[src/rtl/opnd_pkg.sv]
`timescale 1ns/1ps
package opnd_pkg;
  localparam int XLEN  = 64;
  localparam int BW    = 8;
  localparam int CNT_W = 4;

  typedef enum logic [2:0] {
    K_REG = 3'd0, K_IMM8 = 3'd1, K_IMM16 = 3'd2, K_IMM32 = 3'd3,
    K_IMM64 = 3'd4, K_MEM = 3'd5
  } kind_e;

  typedef enum logic [1:0] {
    X_NONE = 2'd0, X_ILL = 2'd1, X_ACC = 2'd2, X_SYS = 2'd3
  } exc_e;

  typedef enum logic [2:0] {
    S_FMT, S_BASE, S_INDEX, S_SCALE, S_DATA, S_HALT
  } st_e;

  typedef enum logic [1:0] {D_ZERO, D_S16, D_S32, D_FULL} dext_e;

  typedef struct packed {
    kind_e            kind;
    logic             legal;
    logic             has_index;
    logic             has_scale;
    logic             zero_idx;
    logic [CNT_W-1:0] dlen;
    dext_e            dext;
    logic [BW-1:0]    scale_def;
    logic [4:0]       sub;
  } fmt_t;

  function automatic logic len_ok(input logic [4:0] n);
    return (n == 5'd1) || (n == 5'd2) || (n == 5'd4) || (n == 5'd8);
  endfunction
endpackage

[src/rtl/opnd_fmt_dec.sv]
`timescale 1ns/1ps
module opnd_fmt_dec
  import opnd_pkg::*;
(
  input  logic [BW-1:0] fmt,
  output fmt_t          dec
);
  logic [2:0] mode;
  logic [4:0] sub;
  assign mode = fmt[7:5];
  assign sub  = fmt[4:0];

  always_comb begin
    dec       = '0;
    dec.sub   = sub;
    dec.kind  = K_REG;
    dec.legal = 1'b1;
    dec.dext  = D_ZERO;
    case (mode)
      3'd0: ;
      3'd7: begin
        dec.legal = len_ok(sub);
        dec.dlen  = sub[CNT_W-1:0];
        dec.dext  = D_FULL;
        case (sub)
          5'd1:    dec.kind = K_IMM8;
          5'd2:    dec.kind = K_IMM16;
          5'd4:    dec.kind = K_IMM32;
          default: dec.kind = K_IMM64;
        endcase
      end
      default: begin
        dec.kind      = K_MEM;
        dec.legal     = len_ok(sub);
        dec.scale_def = BW'(1);
        case (mode)
          3'd1: dec.scale_def = '0;
          3'd2: dec.has_index = 1'b1;
          3'd3: begin
            dec.has_index = 1'b1;
            dec.dlen      = CNT_W'(2);
            dec.dext      = D_S16;
          end
          3'd4: begin
            dec.has_index = 1'b1;
            dec.dlen      = CNT_W'(4);
            dec.dext      = D_S32;
          end
          3'd5: begin
            dec.has_index = 1'b1;
            dec.has_scale = 1'b1;
            dec.dlen      = CNT_W'(4);
            dec.dext      = D_S16;
          end
          default: begin
            dec.zero_idx = 1'b1;
            dec.dlen     = CNT_W'(8);
            dec.dext     = D_FULL;
          end
        endcase
      end
    endcase
  end
endmodule

[src/rtl/opnd_reg_chk.sv]
`timescale 1ns/1ps
module opnd_reg_chk
  import opnd_pkg::*;
#(
  parameter int NREG = 32
) (
  input  logic [BW-1:0] idx,
  input  logic          reserved,
  input  logic          sysonly,
  input  logic          user,
  output exc_e          code
);
  always_comb begin
    if (32'(idx) >= NREG)        code = X_ILL;
    else if (reserved)           code = X_ACC;
    else if (sysonly && user)    code = X_SYS;
    else                         code = X_NONE;
  end
endmodule

[src/rtl/opnd_le_acc.sv]
`timescale 1ns/1ps
module opnd_le_acc #(
  parameter int W  = 64,
  parameter int BW = 8,
  localparam int NB = W / BW,
  localparam int PW = $clog2(NB)
) (
  input  logic          clk,
  input  logic          rst,
  input  logic          clr,
  input  logic          we,
  input  logic [PW-1:0] pos,
  input  logic [BW-1:0] din,
  output logic [W-1:0]  acc_n,
  output logic [W-1:0]  acc_q
);
  for (genvar g = 0; g < NB; g++) begin : g_lane
    assign acc_n[g*BW +: BW] = clr ? '0 :
                               (we && pos == PW'(g)) ? din : acc_q[g*BW +: BW];
  end

  always_ff @(posedge clk) begin
    if (rst) acc_q <= '0;
    else     acc_q <= acc_n;
  end
endmodule

[src/rtl/opnd_ea_calc.sv]
`timescale 1ns/1ps
module opnd_ea_calc
  import opnd_pkg::*;
(
  input  logic [XLEN-1:0] base_v,
  input  logic [XLEN-1:0] idx_v,
  input  logic [BW-1:0]   scale,
  input  logic [XLEN-1:0] raw,
  input  dext_e           dext,
  output logic [XLEN-1:0] disp,
  output logic [XLEN-1:0] ea
);
  always_comb begin
    case (dext)
      D_S16:   disp = {{(XLEN-16){raw[15]}}, raw[15:0]};
      D_S32:   disp = {{(XLEN-32){raw[31]}}, raw[31:0]};
      D_FULL:  disp = raw;
      default: disp = '0;
    endcase
    ea = base_v + idx_v * XLEN'(scale) + disp;
  end
endmodule

[src/rtl/opnd_parse.sv]
`timescale 1ns/1ps
module opnd_parse
  import opnd_pkg::*;
#(
  parameter int NREG     = 32,
  parameter int ZERO_REG = 0
) (
  input  logic            clk,
  input  logic            rst,
  input  logic            in_valid,
  input  logic [7:0]      in_data,
  output logic            in_ready,
  input  logic            user_mode,
  output logic [7:0]      rd_idx,
  input  logic [63:0]     rd_val,
  input  logic            rd_reserved,
  input  logic            rd_sysonly,
  output logic            out_valid,
  output logic [2:0]      out_kind,
  output logic [63:0]     out_value,
  output logic [7:0]      out_base,
  output logic [7:0]      out_index,
  output logic [7:0]      out_scale,
  output logic [63:0]     out_disp,
  output logic [4:0]      out_mlen,
  output logic [63:0]     out_ea,
  output logic            exc_valid,
  output logic [1:0]      exc_code
);
  localparam int PW = $clog2(XLEN / BW);

  st_e              st, st_n;
  fmt_t             dec_n, dec_q;
  logic [CNT_W-1:0] cnt;
  logic [BW-1:0]    base_num_q, idx_num_q, scale_q;
  logic [XLEN-1:0]  base_v_q, idx_v_q;
  logic             accept, fin, raise, mem_fin;
  exc_e             chk_code, rcode;
  logic [XLEN-1:0]  acc_n, acc_q;
  logic [XLEN-1:0]  base_v_e, idx_v_e, raw_e, disp_e, ea_e;
  logic [BW-1:0]    base_n_e, idx_n_e, scale_e;

  assign in_ready = (st != S_HALT);
  assign accept   = in_valid && in_ready;
  assign rd_idx   = (st == S_FMT) ? {3'b000, in_data[4:0]} : in_data;

  opnd_fmt_dec u_dec (.fmt(in_data), .dec(dec_n));

  opnd_reg_chk #(.NREG(NREG)) u_chk (
    .idx(rd_idx), .reserved(rd_reserved), .sysonly(rd_sysonly),
    .user(user_mode), .code(chk_code)
  );

  opnd_le_acc #(.W(XLEN), .BW(BW)) u_acc (
    .clk(clk), .rst(rst),
    .clr(accept && st == S_FMT),
    .we(accept && st == S_DATA),
    .pos(cnt[PW-1:0]), .din(in_data),
    .acc_n(acc_n), .acc_q(acc_q)
  );

  // Values seen by the final byte: fields arriving this cycle bypass their registers
  always_comb begin
    base_v_e = (st == S_BASE) ? rd_val  : base_v_q;
    base_n_e = (st == S_BASE) ? in_data : base_num_q;
    if (st == S_INDEX) begin
      idx_v_e = rd_val;
      idx_n_e = in_data;
    end else if (dec_q.has_index) begin
      idx_v_e = idx_v_q;
      idx_n_e = idx_num_q;
    end else begin
      idx_v_e = '0;
      idx_n_e = dec_q.zero_idx ? BW'(ZERO_REG) : '0;
    end
    scale_e = dec_q.has_scale ? scale_q : dec_q.scale_def;
    raw_e   = (st == S_DATA) ? acc_n : '0;
  end

  opnd_ea_calc u_ea (
    .base_v(base_v_e), .idx_v(idx_v_e), .scale(scale_e),
    .raw(raw_e), .dext(dec_q.dext), .disp(disp_e), .ea(ea_e)
  );

  always_comb begin
    fin   = 1'b0;
    raise = 1'b0;
    rcode = X_NONE;
    st_n  = st;
    if (accept) begin
      case (st)
        S_FMT: begin
          if (!dec_n.legal) begin
            raise = 1'b1;
            rcode = X_ILL;
          end else if (dec_n.kind == K_REG) begin
            if (chk_code != X_NONE) begin
              raise = 1'b1;
              rcode = chk_code;
            end else fin = 1'b1;
          end else if (dec_n.kind == K_MEM) st_n = S_BASE;
          else st_n = S_DATA;
        end
        S_BASE, S_INDEX: begin
          if (chk_code != X_NONE) begin
            raise = 1'b1;
            rcode = chk_code;
          end else if (st == S_BASE && dec_q.has_index) st_n = S_INDEX;
          else if (st == S_INDEX && dec_q.has_scale)    st_n = S_SCALE;
          else if (dec_q.dlen == '0)                    fin  = 1'b1;
          else                                          st_n = S_DATA;
        end
        S_SCALE: st_n = S_DATA;
        S_DATA:  if (cnt == dec_q.dlen - CNT_W'(1)) fin = 1'b1;
        default: ;
      endcase
    end
    if (raise)    st_n = S_HALT;
    else if (fin) st_n = S_FMT;
  end

  assign mem_fin = (st != S_FMT) && (dec_q.kind == K_MEM);

  always_ff @(posedge clk) begin
    if (rst) begin
      st         <= S_FMT;
      dec_q      <= '0;
      cnt        <= '0;
      base_num_q <= '0;
      idx_num_q  <= '0;
      scale_q    <= '0;
      base_v_q   <= '0;
      idx_v_q    <= '0;
      out_valid  <= 1'b0;
      out_kind   <= '0;
      out_value  <= '0;
      out_base   <= '0;
      out_index  <= '0;
      out_scale  <= '0;
      out_disp   <= '0;
      out_mlen   <= '0;
      out_ea     <= '0;
      exc_valid  <= 1'b0;
      exc_code   <= '0;
    end else begin
      st        <= st_n;
      out_valid <= fin;
      exc_valid <= raise;
      if (raise) exc_code <= rcode;
      if (accept) begin
        case (st)
          S_FMT: begin
            dec_q <= dec_n;
            cnt   <= '0;
          end
          S_BASE: begin
            base_num_q <= in_data;
            base_v_q   <= rd_val;
          end
          S_INDEX: begin
            idx_num_q <= in_data;
            idx_v_q   <= rd_val;
          end
          S_SCALE: scale_q <= in_data;
          S_DATA:  cnt     <= cnt + CNT_W'(1);
          default: ;
        endcase
      end
      if (fin) begin
        out_kind  <= (st == S_FMT) ? K_REG : dec_q.kind;
        out_value <= (st == S_FMT) ? rd_val : (mem_fin ? '0 : acc_n);
        out_base  <= (st == S_FMT) ? {3'b000, in_data[4:0]} : (mem_fin ? base_n_e : '0);
        out_index <= mem_fin ? idx_n_e : '0;
        out_scale <= mem_fin ? scale_e : '0;
        out_disp  <= mem_fin ? disp_e  : '0;
        out_mlen  <= mem_fin ? dec_q.sub : '0;
        out_ea    <= mem_fin ? ea_e    : '0;
      end
    end
  end

  // once an exception is signalled the stream is closed
  a_r12_halt_closes: assert property (@(posedge clk) disable iff (rst)
    exc_valid |-> !in_ready);
  // no record follows an exception
  a_r12_no_record_after: assert property (@(posedge clk) disable iff (rst)
    exc_valid |=> !out_valid);
  // a record always follows an accepted byte by one cycle
  a_r11_record_after_accept: assert property (@(posedge clk) disable iff (rst)
    out_valid |-> $past(in_valid && in_ready));
  // record and exception never coincide
  a_r11_exclusive: assert property (@(posedge clk) disable iff (rst)
    !(out_valid && exc_valid));
  // a memory record carries a legal access length
  a_r4_mlen_legal: assert property (@(posedge clk) disable iff (rst)
    (out_valid && out_kind == K_MEM) |->
      (out_mlen == 5'd1 || out_mlen == 5'd2 || out_mlen == 5'd4 || out_mlen == 5'd8));
  // an exception always carries a nonzero code
  a_r10_code_set: assert property (@(posedge clk) disable iff (rst)
    exc_valid |-> exc_code != X_NONE);
endmodule

[config.mk]
export PLATFORM = sky130hd
export DESIGN_NAME = opnd_parse
export DESIGN_NICKNAME = d
export VERILOG_FILES = /design/src/rtl/opnd_pkg.sv /design/src/rtl/opnd_fmt_dec.sv /design/src/rtl/opnd_reg_chk.sv /design/src/rtl/opnd_le_acc.sv /design/src/rtl/opnd_ea_calc.sv /design/src/rtl/opnd_parse.sv
export SDC_FILE = /design/constraint.sdc
export NUM_CORES = 2
export LEC_CHECK = 0
export ABC_AREA = 1
export BUFFER_PORTS_ARGS = -buffer_cell sky130_fd_sc_hd__buf_2
export CAP_MARGIN = 10
export CORE_MARGIN = 4
export CORE_UTILIZATION = 60
export DETAILED_ROUTE_END_ITERATION = 8
export PLACE_DENSITY = 0.82
export SLEW_MARGIN = 10
export SYNTH_ARGS = -nofsm -noshare
export SYNTH_HDL_FRONTEND = slang
export SYNTH_HIERARCHICAL = 1
export SYNTH_SLANG_ARGS = --single-unit
[constraint.sdc]
create_clock -name clk -period 11.46 [get_ports clk]
set_input_delay 0.573 -clock clk [delete_from_list [all_inputs] [get_ports clk]]
set_output_delay 0.573 -clock clk [all_outputs]
set_load 0.01 [all_outputs]
## Word-level counts from Yosys, hierarchy flattened

Cells that the tools add are included.

| word-level totals | value |
|---|---|
| bits in registers | 475 |
| input bits | 78 |
| word-level logic and storage cells | 191 |
| output and inout bits | 237 |

| operators by class | value |
|---|---|
| equality and inequality tests | 36 |
| add/sub/neg operators | 4 |
| $lt $le $gt $ge | 1 |
| $mul | 1 |
| reduce and logical (&&, ||, !) cells | 41 |
| mux-type cells | 81 |

Operator list:

| kind | number |
|---|---|
| 64-bit two-way mux | 8 |
| 8-bit two-way mux | 26 |
| 64-bit case mux with 3 select lines | 1 |
| 64-bit adder | 2 |
| 64-bit by 8-bit multiplier with 64-bit output | 1 |
| 3-bit two-way mux | 12 |
| 3-bit equality test, second input constant | 10 |
| 6-bit case mux with 4 select lines | 1 |
| 3-bit by 2-bit equality test with 1-bit output, second input constant | 6 |
| 3-bit case mux with 3 select lines | 2 |
| 1-bit two-way mux | 17 |
| 4-bit inequality test, second input constant | 4 |
| 4-bit case mux with 2 select lines | 2 |
| 1-bit logical AND | 15 |
| 2-bit two-way mux | 7 |
| 3-bit logical NOT | 4 |
| 6-bit case mux with 2 select lines | 1 |
| 6-bit AND reduction | 2 |
| 3-bit by 1-bit equality test with 1-bit output, second input constant | 3 |
| 3-bit nonzero test | 3 |
| 8-bit by 6-bit greater-or-equal comparator with 1-bit output, second input constant | 1 |
| 2-bit AND reduction | 4 |
| 2-bit inequality test, second input constant | 3 |
| 6-bit inequality test, second input constant | 1 |
| other kinds (22) | 28 |

## Longest topological paths before layout

| depth | value |
|---|---|
| depth in word-level cells | 13 |
| mapped depth | 37 |
| depth with buffers taken out | 36 |

## Hierarchy

Netlist, hierarchy kept.

Modules (own cells, without submodules):

| module | sequential area each (um2) | instances | cells an instance | area each (um2) |
|---|---|---|---|---|
| opnd_ea_calc | 0.0 | 1 | 3104 | 20806.2 |
| opnd_parse | 8227.9 | 1 | 2514 | 17893.4 |
| opnd_le_acc | 1281.2 | 1 | 498 | 3098.0 |
| opnd_fmt_dec | 0.0 | 1 | 63 | 337.8 |
| opnd_reg_chk | 0.0 | 1 | 8 | 36.3 |

## Worst setup path before layout

OpenSTA, ideal clock, no wires.

| timing path | value |
|---|---|
| path type | register -> register |
| from | register st[0] |
| to | register out_ea[60] |
| path buffers | 4 |
| stages on the path, launching flop included | 32 |
| data required time | 11346 ps |
| data arrival time | 5594 ps |
| setup slack | 5752 ps |
| cell sequence | dfxtp_1 inv_2 nand3_1 clkbuf_1 buf_2 buf_2 nand3_1 o21ai_0 clkbuf_2 nand2_1 fa_1 inv_1 fa_1 inv_1 fa_1 inv_1 fa_1 inv_1 fa_1 inv_1 ha_1 a21oi_1 a21boi_0 nor2_1 nor2_1 nand2_1 a21oi_1 nand2_1 nand2_1 nand2_1 nand3_1 nand2_1 |

| between the ends | value |
|---|---|
| elaborated cells on any way between the ends | 57 |

RTL lines:

| element | line | text |
|---|---|---|
| start, declared | opnd_parse.sv:32 | `st_e st, st_n;` |
| start signal, assigned | opnd_parse.sv:146 | `st <= st_n;` |
| 3-bit by 2-bit equality test with 1-bit output | opnd_parse.sv:66 | `if (st == S_INDEX) begin` |
| 64-bit two-way mux | opnd_parse.sv:66 |  |
| named net idx_v_e[55] | opnd_parse.sv:40 | `logic [XLEN-1:0] base_v_e, idx_v_e, raw_e, disp_e, ea_e;` |
| 64-bit by 8-bit multiplier with 64-bit output | opnd_ea_calc.sv:20 | `ea = base_v + idx_v * XLEN'(scale) + disp;` |
| 64-bit adder (2 in series) | opnd_ea_calc.sv:20 |  |
| named net ea_e[60] | opnd_parse.sv:40 |  |
| 64-bit two-way mux | opnd_parse.sv:177 | `out_ea <= mem_fin ? ea_e : '0;` |
| end signal, assigned | opnd_parse.sv:177 |  |
| end, declared | opnd_parse.sv:26 | `output logic [63:0] out_ea,` |

The timed path passes the listed nets, and every way through them passes these cells.
A chain may end at the register's enable or synchronous reset.

## Worst setup path in the final report

| timing path | value |
|---|---|
| from | register st[2] |
| to | register out_ea[32] |

The elaborated chain is that of the path after synthesis.

==> summary.txt <==
core area - 69100 um^2
CP required - 12.02 ns
vias in the first global route - 39.3k
Hold Crit Class - primary input to flop
layout net count - 6854
data arrival time of the worst path - 8.06 ns
htree depth - 2
post-layout util - 65.8%
hpwl dp - 103000 um
post-synthesis instance area - 42200 um^2
worst setup path end - out_ea[32]$_SDFFE_PP0P_
DR vias - 40.0k
clk slew on worst S/H paths - 0.06 ns
placed cell area - 43600 um^2
RSZ-0062 raised after global routing - no
r2r endpoint - out_ea[32]$_SDFFE_PP0P_
R2R Setup Slk - 3.96 ns
Setup-failing EPs final - 0
Post-Route WL - 138000 um
Initial Util - 61.0%
final instance area - 45500 um^2
clock skew - 0.0365 ns
Routed Antenna Nets - 0
Setup TNS Final - 0 ns
status - finished clean
global-route wire length before repair - 215000 um
# rows - 96
DR DRC count - 0
CP max-delay cell - o21ai_0
clock buffer depth - 3
CTS sink cnt - 475
First-pass DRT Iterations - 8
DRT iter0 DRCs - 3999
Layout area overhead - 7.83%
Worst-Skew Late Latency - 0.64 ns
Worst setup SP type - flop
gr usage total - 36.6%
max cap viols - 0
Setup Crit Path Kind - flop to flop
minimum clock period - 7.50 ns
Die Width - 273 um
hold buffers post-CTS - 0
CP Max Fanout - 36
period utilisation layout - 65.5%
vias per cell - 5.56
Crit path top cell by count - nand2_1
Root Buffer Master - clkbuf_16
WL per Instance - 19.1 um
worst vdd rail ir drop - 215 uV
TritonCTS buffer count - 53
Pleak - 0.0265 uW
Power per Cell Area - 159 nW/um^2
Final GP Congestion - 1.01
Die H - 273 um
CTS tree - yes
largest net degree at the start of global routing - 160
Port Buffers - 314
Slew @ Worst Pin - 1.28 ns
Slew Viols, Final - 0
Syn. warnings - 6
IO Count - 315
R2R cell count - 25
Resized Gates After CTS - 0
Final WS setup - 3.96 ns
Remaining Overflow, GRT - 0
Slew HR - 13.8%
Slowest Stage Delay on Critical Path - 1.02 ns
worst slack, placed - 4.26 ns
Syn Inst Count - 6185
die area - 74600 um^2
n_diodes - 0
initial antenna violation count - 0
share of cells above drive strength 1 - 8.33%
Setup Fix Bufs, Post-CTS - 0
Final Hold Fails - 0
CP Launch Point - st[2]$_SDFFE_PP0P_
FF-to-FF Start - st[2]$_SDFFE_PP0P_
CP Capture Type - flop
Max Freq - 133 MHz
syn_area_per_cell - 6.82 um^2
power by group:
part	leakage (uW)	internal (uW)	switching [uW]	total, uW
Combinational	0.0217	994	2500	3500
Clock	0.000940	1090	766	1860
Sequential	0.00385	1790	88.4	1880
worst min path at each step:
stage	from	end	slack (ns)	depth (start not counted)
3_5_place_dp	scale_q[3]$_SDFFE_PP0P_	scale_q[3]$_SDFFE_PP0P_	0.44	2
3_3_place_gp	scale_q[0]$_SDFFE_PP0P_	scale_q[0]$_SDFFE_PP0P_	0.43	2
2_1_floorplan	scale_q[0]$_SDFFE_PP0P_	scale_q[0]$_SDFFE_PP0P_	0.42	2
4_1_cts	rd_val[59]	idx_v_q[59]$_SDFFE_PP0P_	0.23	3
6_report	rd_val[59]	idx_v_q[59]$_SDFFE_PP0P_	0.25	3
5_1_grt	rd_val[61]	idx_v_q[61]$_SDFFE_PP0P_	0.27	3
worst max-delay path, delay by kind of cell, from the launching register on:
kind	cells	cell delay, ns
simple gates	8	1.34
xor+xnor	1	0.37
compound gates	3	1.50
flops	1	0.34
fa+ha+maj	6	2.96
buf+inv	7	0.87
layer usage:
metal	wire length (um)	GRT usage, %
met1	49500	42.9
met2	64800	60.8
met3	10200	4.40
met4	13200	29.3
met5	0	0
registers in the layout, indices dropped and copies added, names as in the netlist, 24 cells and up:
| register | flops |
|---|---|
| base_v_q | 64 |
| dec_q | 24 |
| idx_v_q | 64 |
| out_disp | 64 |
| out_ea | 64 |
| out_value | 64 |
| u_acc/acc_q | 64 |
metrics by stage:
step	hold slack, ns	std cells	total power (uW)
floorplan	0.424	6191	4330
global placement	0.433	7100	5260
detailed placement	0.437	7100	5320
CTS	0.231	7200	7190
global route	0.272	7200	7700
finish	0.253	7200	7230
cell type report:
type,count,area [um^2]
inverters,1377,5180
clock inverters,29,388
repair buffers,351,1850
well taps,931,1160
clock buffers,71,1510
flip-flops and latches,475,9510
fillers,6174,23600
multi-input cells,3966,25900
placed cells by master (no fill, tap or decap), types with 8 or more instances in the layout:
master	n
a21oi_1	174
buf_2	313
inv_2	16
nand3_1	702
nand2_1	1423
fa_1	470
nand2_2	10
o211ai_1	8
o21ai_4	8
dfxtp_1	474
xor2_1	33
ha_1	82
o21ai_0	356
clkbuf_16	53
nand4_1	29
nor3_1	8
nor2_2	12
inv_1	1356
buf_4	38
clkinv_2	12
clkbuf_8	12
o21ai_1	13
nor2_1	495
a211oi_1	64
o21bai_1	17
Note: power is estimated with default switching activity, not from simulation.
